$ cat src/rtl/par_inj_pkg.sv
package par_inj_pkg;
  localparam int unsigned CTRL_OFF = 0;
  localparam int unsigned ADDR_OFF = 8;

  localparam int unsigned EN_BIT  = 0;
  localparam int unsigned REQ_BIT = 1;
  localparam int unsigned TGT_LSB = 2;
  localparam int unsigned ST_LSB  = 5;

  localparam logic [1:0] ST_BUSY = 2'd0;
  localparam logic [1:0] ST_OK   = 2'd1;
  localparam logic [1:0] ST_FAIL = 2'd2;

  localparam logic [1:0] TGT_META = 2'd0;
  localparam logic [1:0] TGT_DATA = 2'd1;

  typedef enum logic [1:0] {
    S_IDLE = 2'd0,
    S_LKP  = 2'd1,
    S_WR   = 2'd2
  } seq_state_e;
endpackage

$ cat src/rtl/par_enc.sv
module par_enc #(
  parameter int unsigned W  = 512,
  parameter int unsigned CW = 64,
  localparam int unsigned N = W / CW
) (
  input  logic [W-1:0] data_i,
  input  logic         poison_i,
  output logic [N-1:0] code_o
);
  for (genvar g = 0; g < N; g++) begin : g_chunk
    assign code_o[g] = (^data_i[g*CW +: CW]) ^ poison_i;
  end
endmodule

$ cat src/rtl/par_chk.sv
module par_chk #(
  parameter int unsigned W  = 512,
  parameter int unsigned CW = 64,
  localparam int unsigned N = W / CW
) (
  input  logic [W-1:0] data_i,
  input  logic [N-1:0] code_i,
  input  logic         en_i,
  output logic [N-1:0] err_o
);
  for (genvar g = 0; g < N; g++) begin : g_chunk
    assign err_o[g] = en_i & ((^data_i[g*CW +: CW]) ^ code_i[g]);
  end
endmodule

$ cat src/rtl/par_inj_seq.sv
module par_inj_seq
  import par_inj_pkg::*;
#(
  parameter int unsigned PA_W   = 48,
  parameter int unsigned NCH    = 8,
  parameter int unsigned REG_AW = 4
) (
  input  logic              clk_i,
  input  logic              rst_ni,
  input  logic              reg_req_i,
  input  logic              reg_we_i,
  input  logic [REG_AW-1:0] reg_addr_i,
  input  logic [63:0]       reg_wdata_i,
  output logic [63:0]       reg_rdata_o,
  output logic              check_en_o,
  output logic              lkp_req_o,
  output logic [PA_W-1:0]   lkp_addr_o,
  input  logic              lkp_ack_i,
  input  logic              lkp_hit_i,
  input  logic [NCH-1:0]    data_pz_i,
  input  logic              meta_pz_i,
  output logic              pw_req_o,
  output logic              pw_sel_o,
  output logic [NCH-1:0]    pw_code_o,
  input  logic              pw_ack_i
);
  seq_state_e      state_q;
  logic            en_q, req_q;
  logic [1:0]      tgt_q, st_q;
  logic [PA_W-1:0] addr_q;
  logic [NCH-1:0]  code_q, code_sel;

  logic sel_ctrl, sel_addr, wr_ctrl, wr_addr, new_en, new_req, start_bad;
  logic [1:0] new_tgt;
  logic wdata_unused;

  assign sel_ctrl = reg_addr_i == REG_AW'(CTRL_OFF);
  assign sel_addr = reg_addr_i == REG_AW'(ADDR_OFF);
  // writes only land while idle
  assign wr_ctrl  = reg_req_i & reg_we_i & sel_ctrl & (state_q == S_IDLE);
  assign wr_addr  = reg_req_i & reg_we_i & sel_addr & (state_q == S_IDLE);
  assign new_en   = reg_wdata_i[EN_BIT];
  assign new_req  = reg_wdata_i[REQ_BIT];
  assign new_tgt  = reg_wdata_i[TGT_LSB +: 2];
  assign start_bad = !new_en || (new_tgt != TGT_META && new_tgt != TGT_DATA);
  assign wdata_unused = ^reg_wdata_i;

  always_comb begin
    code_sel = '0;
    if (tgt_q == TGT_DATA) code_sel = data_pz_i;
    else                   code_sel[0] = meta_pz_i;
  end

  always_ff @(posedge clk_i or negedge rst_ni) begin
    if (!rst_ni) begin
      state_q <= S_IDLE;
      en_q    <= 1'b0;
      req_q   <= 1'b0;
      tgt_q   <= '0;
      st_q    <= ST_BUSY;
      addr_q  <= '0;
      code_q  <= '0;
    end else begin
      unique case (state_q)
        S_IDLE: begin
          if (wr_addr) addr_q <= reg_wdata_i[PA_W-1:0];
          if (wr_ctrl) begin
            en_q  <= new_en;
            tgt_q <= new_tgt;
            if (new_req) begin
              if (start_bad) begin
                st_q  <= ST_FAIL;
                req_q <= 1'b0;
              end else begin
                st_q    <= ST_BUSY;
                req_q   <= 1'b1;
                state_q <= S_LKP;
              end
            end
          end
        end
        S_LKP: begin
          if (lkp_ack_i) begin
            if (lkp_hit_i) begin
              code_q  <= code_sel;
              state_q <= S_WR;
            end else begin
              st_q    <= ST_FAIL;
              req_q   <= 1'b0;
              state_q <= S_IDLE;
            end
          end
        end
        S_WR: begin
          if (pw_ack_i) begin
            st_q    <= ST_OK;
            req_q   <= 1'b0;
            state_q <= S_IDLE;
          end
        end
        default: state_q <= S_IDLE;
      endcase
    end
  end

  always_comb begin
    reg_rdata_o = '0;
    if (reg_req_i && !reg_we_i) begin
      if (sel_ctrl) begin
        reg_rdata_o[EN_BIT]        = en_q;
        reg_rdata_o[REQ_BIT]       = req_q;
        reg_rdata_o[TGT_LSB +: 2]  = tgt_q;
        reg_rdata_o[ST_LSB +: 2]   = st_q;
      end else if (sel_addr) begin
        reg_rdata_o[PA_W-1:0] = addr_q;
      end
    end
  end

  assign check_en_o = en_q;
  assign lkp_req_o  = state_q == S_LKP;
  assign lkp_addr_o = addr_q;
  assign pw_req_o   = state_q == S_WR;
  assign pw_sel_o   = tgt_q[0];
  assign pw_code_o  = code_q;


  lkp_hold_chk: assert property (@(posedge clk_i) disable iff (!rst_ni)
    lkp_req_o && !lkp_ack_i |=> lkp_req_o && $stable(lkp_addr_o));

  pw_hold_chk: assert property (@(posedge clk_i) disable iff (!rst_ni)
    pw_req_o && !pw_ack_i |=> pw_req_o && $stable(pw_code_o));

  ok_after_ack_chk: assert property (@(posedge clk_i) disable iff (!rst_ni)
    (st_q == ST_OK) && !$stable(st_q) |-> $past(pw_ack_i));

  busy_state_chk: assert property (@(posedge clk_i) disable iff (!rst_ni)
    (lkp_req_o || pw_req_o) |-> req_q && (st_q == ST_BUSY));

  fail_no_req_chk: assert property (@(posedge clk_i) disable iff (!rst_ni)
    (st_q == ST_FAIL) |-> !req_q && !pw_req_o);
endmodule

$ cat src/rtl/par_inj_ctrl.sv
module par_inj_ctrl #(
  parameter int unsigned DATA_W  = 512,
  parameter int unsigned CHUNK_W = 64,
  parameter int unsigned META_W  = 40,
  parameter int unsigned PA_W    = 48,
  parameter int unsigned REG_AW  = 4,
  localparam int unsigned NCH    = DATA_W / CHUNK_W
) (
  input  logic              clk_i,
  input  logic              rst_ni,
  input  logic              reg_req_i,
  input  logic              reg_we_i,
  input  logic [REG_AW-1:0] reg_addr_i,
  input  logic [63:0]       reg_wdata_i,
  output logic [63:0]       reg_rdata_o,
  output logic              check_en_o,
  input  logic [DATA_W-1:0] rf_data_i,
  input  logic [META_W-1:0] rf_meta_i,
  output logic [NCH-1:0]    rf_data_code_o,
  output logic              rf_meta_code_o,
  input  logic [DATA_W-1:0] rd_data_i,
  input  logic [NCH-1:0]    rd_data_code_i,
  input  logic [META_W-1:0] rd_meta_i,
  input  logic              rd_meta_code_i,
  output logic [NCH-1:0]    rd_data_err_o,
  output logic              rd_meta_err_o,
  output logic              lkp_req_o,
  output logic [PA_W-1:0]   lkp_addr_o,
  input  logic              lkp_ack_i,
  input  logic              lkp_hit_i,
  input  logic [DATA_W-1:0] lkp_data_i,
  input  logic [META_W-1:0] lkp_meta_i,
  output logic              pw_req_o,
  output logic              pw_sel_o,
  output logic [NCH-1:0]    pw_code_o,
  input  logic              pw_ack_i
);
  logic [NCH-1:0] data_pz;
  logic [0:0]     meta_pz, rf_mcode, rd_merr;

  par_enc #(.W(DATA_W), .CW(CHUNK_W)) u_rf_denc (
    .data_i(rf_data_i), .poison_i(1'b0), .code_o(rf_data_code_o));
  par_enc #(.W(META_W), .CW(META_W)) u_rf_menc (
    .data_i(rf_meta_i), .poison_i(1'b0), .code_o(rf_mcode));
  par_enc #(.W(DATA_W), .CW(CHUNK_W)) u_pz_denc (
    .data_i(lkp_data_i), .poison_i(1'b1), .code_o(data_pz));
  par_enc #(.W(META_W), .CW(META_W)) u_pz_menc (
    .data_i(lkp_meta_i), .poison_i(1'b1), .code_o(meta_pz));

  par_chk #(.W(DATA_W), .CW(CHUNK_W)) u_rd_dchk (
    .data_i(rd_data_i), .code_i(rd_data_code_i), .en_i(check_en_o), .err_o(rd_data_err_o));
  par_chk #(.W(META_W), .CW(META_W)) u_rd_mchk (
    .data_i(rd_meta_i), .code_i(rd_meta_code_i), .en_i(check_en_o), .err_o(rd_merr));

  assign rf_meta_code_o = rf_mcode[0];
  assign rd_meta_err_o  = rd_merr[0];

  par_inj_seq #(.PA_W(PA_W), .NCH(NCH), .REG_AW(REG_AW)) u_seq (
    .clk_i, .rst_ni, .reg_req_i, .reg_we_i, .reg_addr_i, .reg_wdata_i, .reg_rdata_o,
    .check_en_o, .lkp_req_o, .lkp_addr_o, .lkp_ack_i, .lkp_hit_i,
    .data_pz_i(data_pz), .meta_pz_i(meta_pz[0]),
    .pw_req_o, .pw_sel_o, .pw_code_o, .pw_ack_i);


  err_gate_chk: assert property (@(posedge clk_i) disable iff (!rst_ni)
    !check_en_o |-> (rd_data_err_o == '0) && !rd_meta_err_o);
endmodule

$ cat config.mk
export PLATFORM = sky130hd
export DESIGN_NAME = par_inj_ctrl
export DESIGN_NICKNAME = d
export VERILOG_FILES = /design/src/rtl/par_inj_pkg.sv /design/src/rtl/par_enc.sv /design/src/rtl/par_chk.sv /design/src/rtl/par_inj_seq.sv /design/src/rtl/par_inj_ctrl.sv
export SDC_FILE = /design/constraint.sdc
export NUM_CORES = 1
export LEC_CHECK = 0
export ABC_CLOCK_PERIOD_IN_PS = 5490
export BUFFER_PORTS_ARGS = -buffer_cell sky130_fd_sc_hd__buf_2
export CORE_AREA = 2 2 735 737
export CTS_CLUSTER_DIAMETER = 150
export CTS_CLUSTER_SIZE = 20
export DETAILED_ROUTE_END_ITERATION = 8
export DIE_AREA = 0 0 737 739
export REMOVE_ABC_BUFFERS = 1
export SETUP_SLACK_MARGIN = 0.05
export SYNTH_ARGS = -nofsm -noshare
export SYNTH_HDL_FRONTEND = slang
export SYNTH_SLANG_ARGS = --single-unit
$ cat constraint.sdc
create_clock -name clk_i -period 5.49 [get_ports clk_i]
set_input_delay 0.8235 -clock clk_i [delete_from_list [all_inputs] [get_ports clk_i]]
set_output_delay 0.8235 -clock clk_i [all_outputs]
set_load 0.1 [all_outputs]
==> qor.csv <==
stage,metric,value,unit
pwr,p_switching,0.00879,W
floorplan,io_pins,1882,
critical_path,endpoint_kind,primary output,
critical_path,cp.arrival,3.55,ns
critical_path,critical_path_required,4.67,ns
clock_network,cts.repair.resized,0,
yosys,synth-simple-area-share,0.0257,
timing,drv_slew,0,
pwr,pwr-share-seq,0.058,
cells_and_area,final_cell_mix,"buf_2 (1844), xnor2_1 (1442), xor2_1 (183)",
floorplan,die_x,737,um
pwr,total_power,0.0134,W
clock_network,clockBufferDepth,2,
critical_path,crit_top_cell,xnor2_1,
floorplan,start_util,0.0325,
yosys,ys_seq_area_frac,0.0919,
floorplan,rows,269,
critical_path,crit_chain,buf_2 -> xor2_1 -> xnor2_1 -> xnor2_1 -> xnor2_1 -> xnor2_1 -> xnor2_1 -> xnor2_1 -> and2_1 -> buf_2,
critical_path,cpPeakStageDelay,0.73,ns
timing,skew,0.0236,ns
drt,vias_per_cell,1.81,
grt,antenna_found_initial,134,
clock_network,clock-sinks,64,
critical_path,crit_slowest_cell,xnor2_1,
timing,tns,0,ns
placed_design,dp_hpwl,173000,um
job,max_cap_violations,0,
pwr,ir_drop,759,uV
yosys,synth.ff_latch_count,64,
pwr,switching_share,0.655,
status,outcome,"finished, final reports clean",
clock_network,insertion_delay,0.38,ns
yosys,netlist_area,17400,sq um
drt,drt-wirelength-per-cell,16.3,um
worst_hold_path,hold_path.class,in -> async,
timing,slew_headroom,0.262,
floorplan,die_area,545000,sq um
grt,grt_pass1_vias,19600,
timing,max_freq,229,MHz
grt,grt_pass1_wl,210000,um
timing,rsz0062_at_grt,no,
placed_design,pre_cts_slack,0.917,ns
timing,period_share,0.796,
timing,fin_ws,1.12,ns
placed_design,portBuffers,1849,
yosys,synth_top_family_by_area,XOR/XNOR gates,
cells_and_area,final_common_cell,buf_2,
timing,hold_viol,0,
pwr,cellLeakagePower,13.1,nW
critical_path,cp-start-kind,input port,
clock_network,cts.clk_slew.worst_paths,0.09,ns
yosys,yosysWarnings,0,
drt,drcViolationCount,0,
yosys,synth_compound_area_frac,0.00904,
clock_network,cts_tree,built,
cells_and_area,area_growth,109,%
grt,grt_overflow_total,0,
yosys,synthFlopType,dfrtp_1,
timing,worst_pin_slew,1.11,ns
critical_path,startpoint,rd_data_i[71],
yosys,postSynthCellCount,1890,
drt,drt-total-wl,179000,um
placed_design,place_congestion,0.914,
pwr,clockPowerShare,0.052,
clock_network,cts_buffers,9,
yosys,async_flop_share,1.00,
floorplan,die_height,739,um
critical_path,r2r_start,u_seq.state_q[0],
yosys,synthMuxAreaShare,0.0361,
yosys,synth-edff-count,0,
drt,drtAntennaViolNets,0,
yosys,synth.avg_cell_area,9.22,sq um
yosys,synth_xor_xnor_area_share,0.823,
clock_network,cts_max_level,3,
cells_and_area,nets,5522,
clock_network,post_cts_buffers,0,
pwr,comb_power_share,0.890,
timing,setup_viol,0,
drt,dr.pass1.iters,5,
yosys,synth_cell_type_count,29,
timing,fin_crit,4.37,ns
drt,drt_iter0_markers,971,
clock_network,ctsHoldBuffers,0,
pwr,p_per_area,368,nW/um^2
grt,grt_usage,0.0618,
drt,num_vias,19900,
cells_and_area,drive_gt1_frac,0.522,
critical_path,crit_type,in -> out,
pwr,cellInternalPower,0.00462,W
yosys,synth-adder-area-share,0.00359,
clock_network,clock-root-buffer,clkbuf_16,
critical_path,regToRegSetupSlack,2.97,ns
grt,grt_max_degree,57,
critical_path,crit_fanout,1,
floorplan,design.core.area,536000,sq um
through the flow:
step           cells  hold WS [ns]  cell area (sq um)  utilization
3_5_place_dp   10900         0.481              36000       0.0672
4_1_cts        11000         0.395              36300       0.0678
3_3_place_gp   10900         0.471              36000       0.0672
6_report       11000         0.379              36400       0.0680
5_1_grt        11000         0.391              36400       0.0679
2_1_floorplan   1878         0.482              17300            -
worst max-delay path: cells and delay by family:
family / cells / cell delay, ns
buf+inv: 2 / 0.53
simple gates: 1 / 0.15
xor+xnor: 7 / 2.01
synthesized netlist by cell type (3+ instances only):
cell type | number | share of area
nor2_1 | 11 | 0.0024
mux2_4 | 3 | 0.0026
inv_1 | 4 | 0.00086
a22oi_1 | 6 | 0.0026
dfrtp_1 | 64 | 0.092
xnor2_1 | 1455 | 0.73
nand2b_1 | 3 | 0.0011
a22o_1 | 7 | 0.0035
buf_4 | 16 | 0.0069
clkbuf_1 | 6 | 0.0013
nand3_1 | 3 | 0.00086
xor2_1 | 183 | 0.092
and2_1 | 52 | 0.019
ha_1 | 5 | 0.0036
mux2_2 | 51 | 0.033
buf_2 | 5 | 0.0014
sequential cells by signal, summed over array words and instances, names as in the netlist:
name,cells
u_seq.check_en_o,1
u_seq.lkp_addr_o,48
u_seq.pw_code_o,8
u_seq.req_q,1
u_seq.st_q,2
u_seq.state_q,2
u_seq.tgt_q,2
power by group through the flow:
stage	sequential (W)	combinational (W)	clock, W
floorplan	0.00172	0.00589	0
global placement	0.000795	0.0129	0
detailed placement	0.000804	0.0129	0
CTS	0.000796	0.0129	0.000746
global route	0.000809	0.0132	0.000751
finish	0.000783	0.0119	0.000698
worst paths after layout:
kind / end / cells after the start
worst max-delay path: rd_data_err_o[1] / 10
worst min-delay path: u_seq.pw_code_o[1] / 1
worst max register to register: u_seq.lkp_addr_o[16] / 6
worst min register to register: u_seq.pw_code_o[0] / 2
max in group asynchronous: u_seq.lkp_addr_o[14] / 2
min in group clk_i: u_seq.pw_code_o[0] / 2
final cells by class:
type | count | area (sq um)
fillers | 63300 | 499000
multi-input cells | 1810 | 15800
repair buffers | 1888 | 9600
well taps | 7181 | 8980
flip-flops and latches | 64 | 1600
clock buffers | 9 | 225
clock inverters | 7 | 105
diodes | 37 | 92.6
inverters | 4 | 15.0
logic make-up after synthesis:
group,count (synthesis)
xor+xnor,1638
mux,55
other cells,1
compound gates,21
flops,64
simple gates,75
buf+inv,31
fa+ha+maj,5
routing by layer:
metal  part of all wire  global-route usage
met1               0.34              0.0628
met2               0.51               0.114
met3               0.12              0.0288
met4              0.025              0.0145
met5             0.0013                   0
Power figures use the tool's default switching activity.
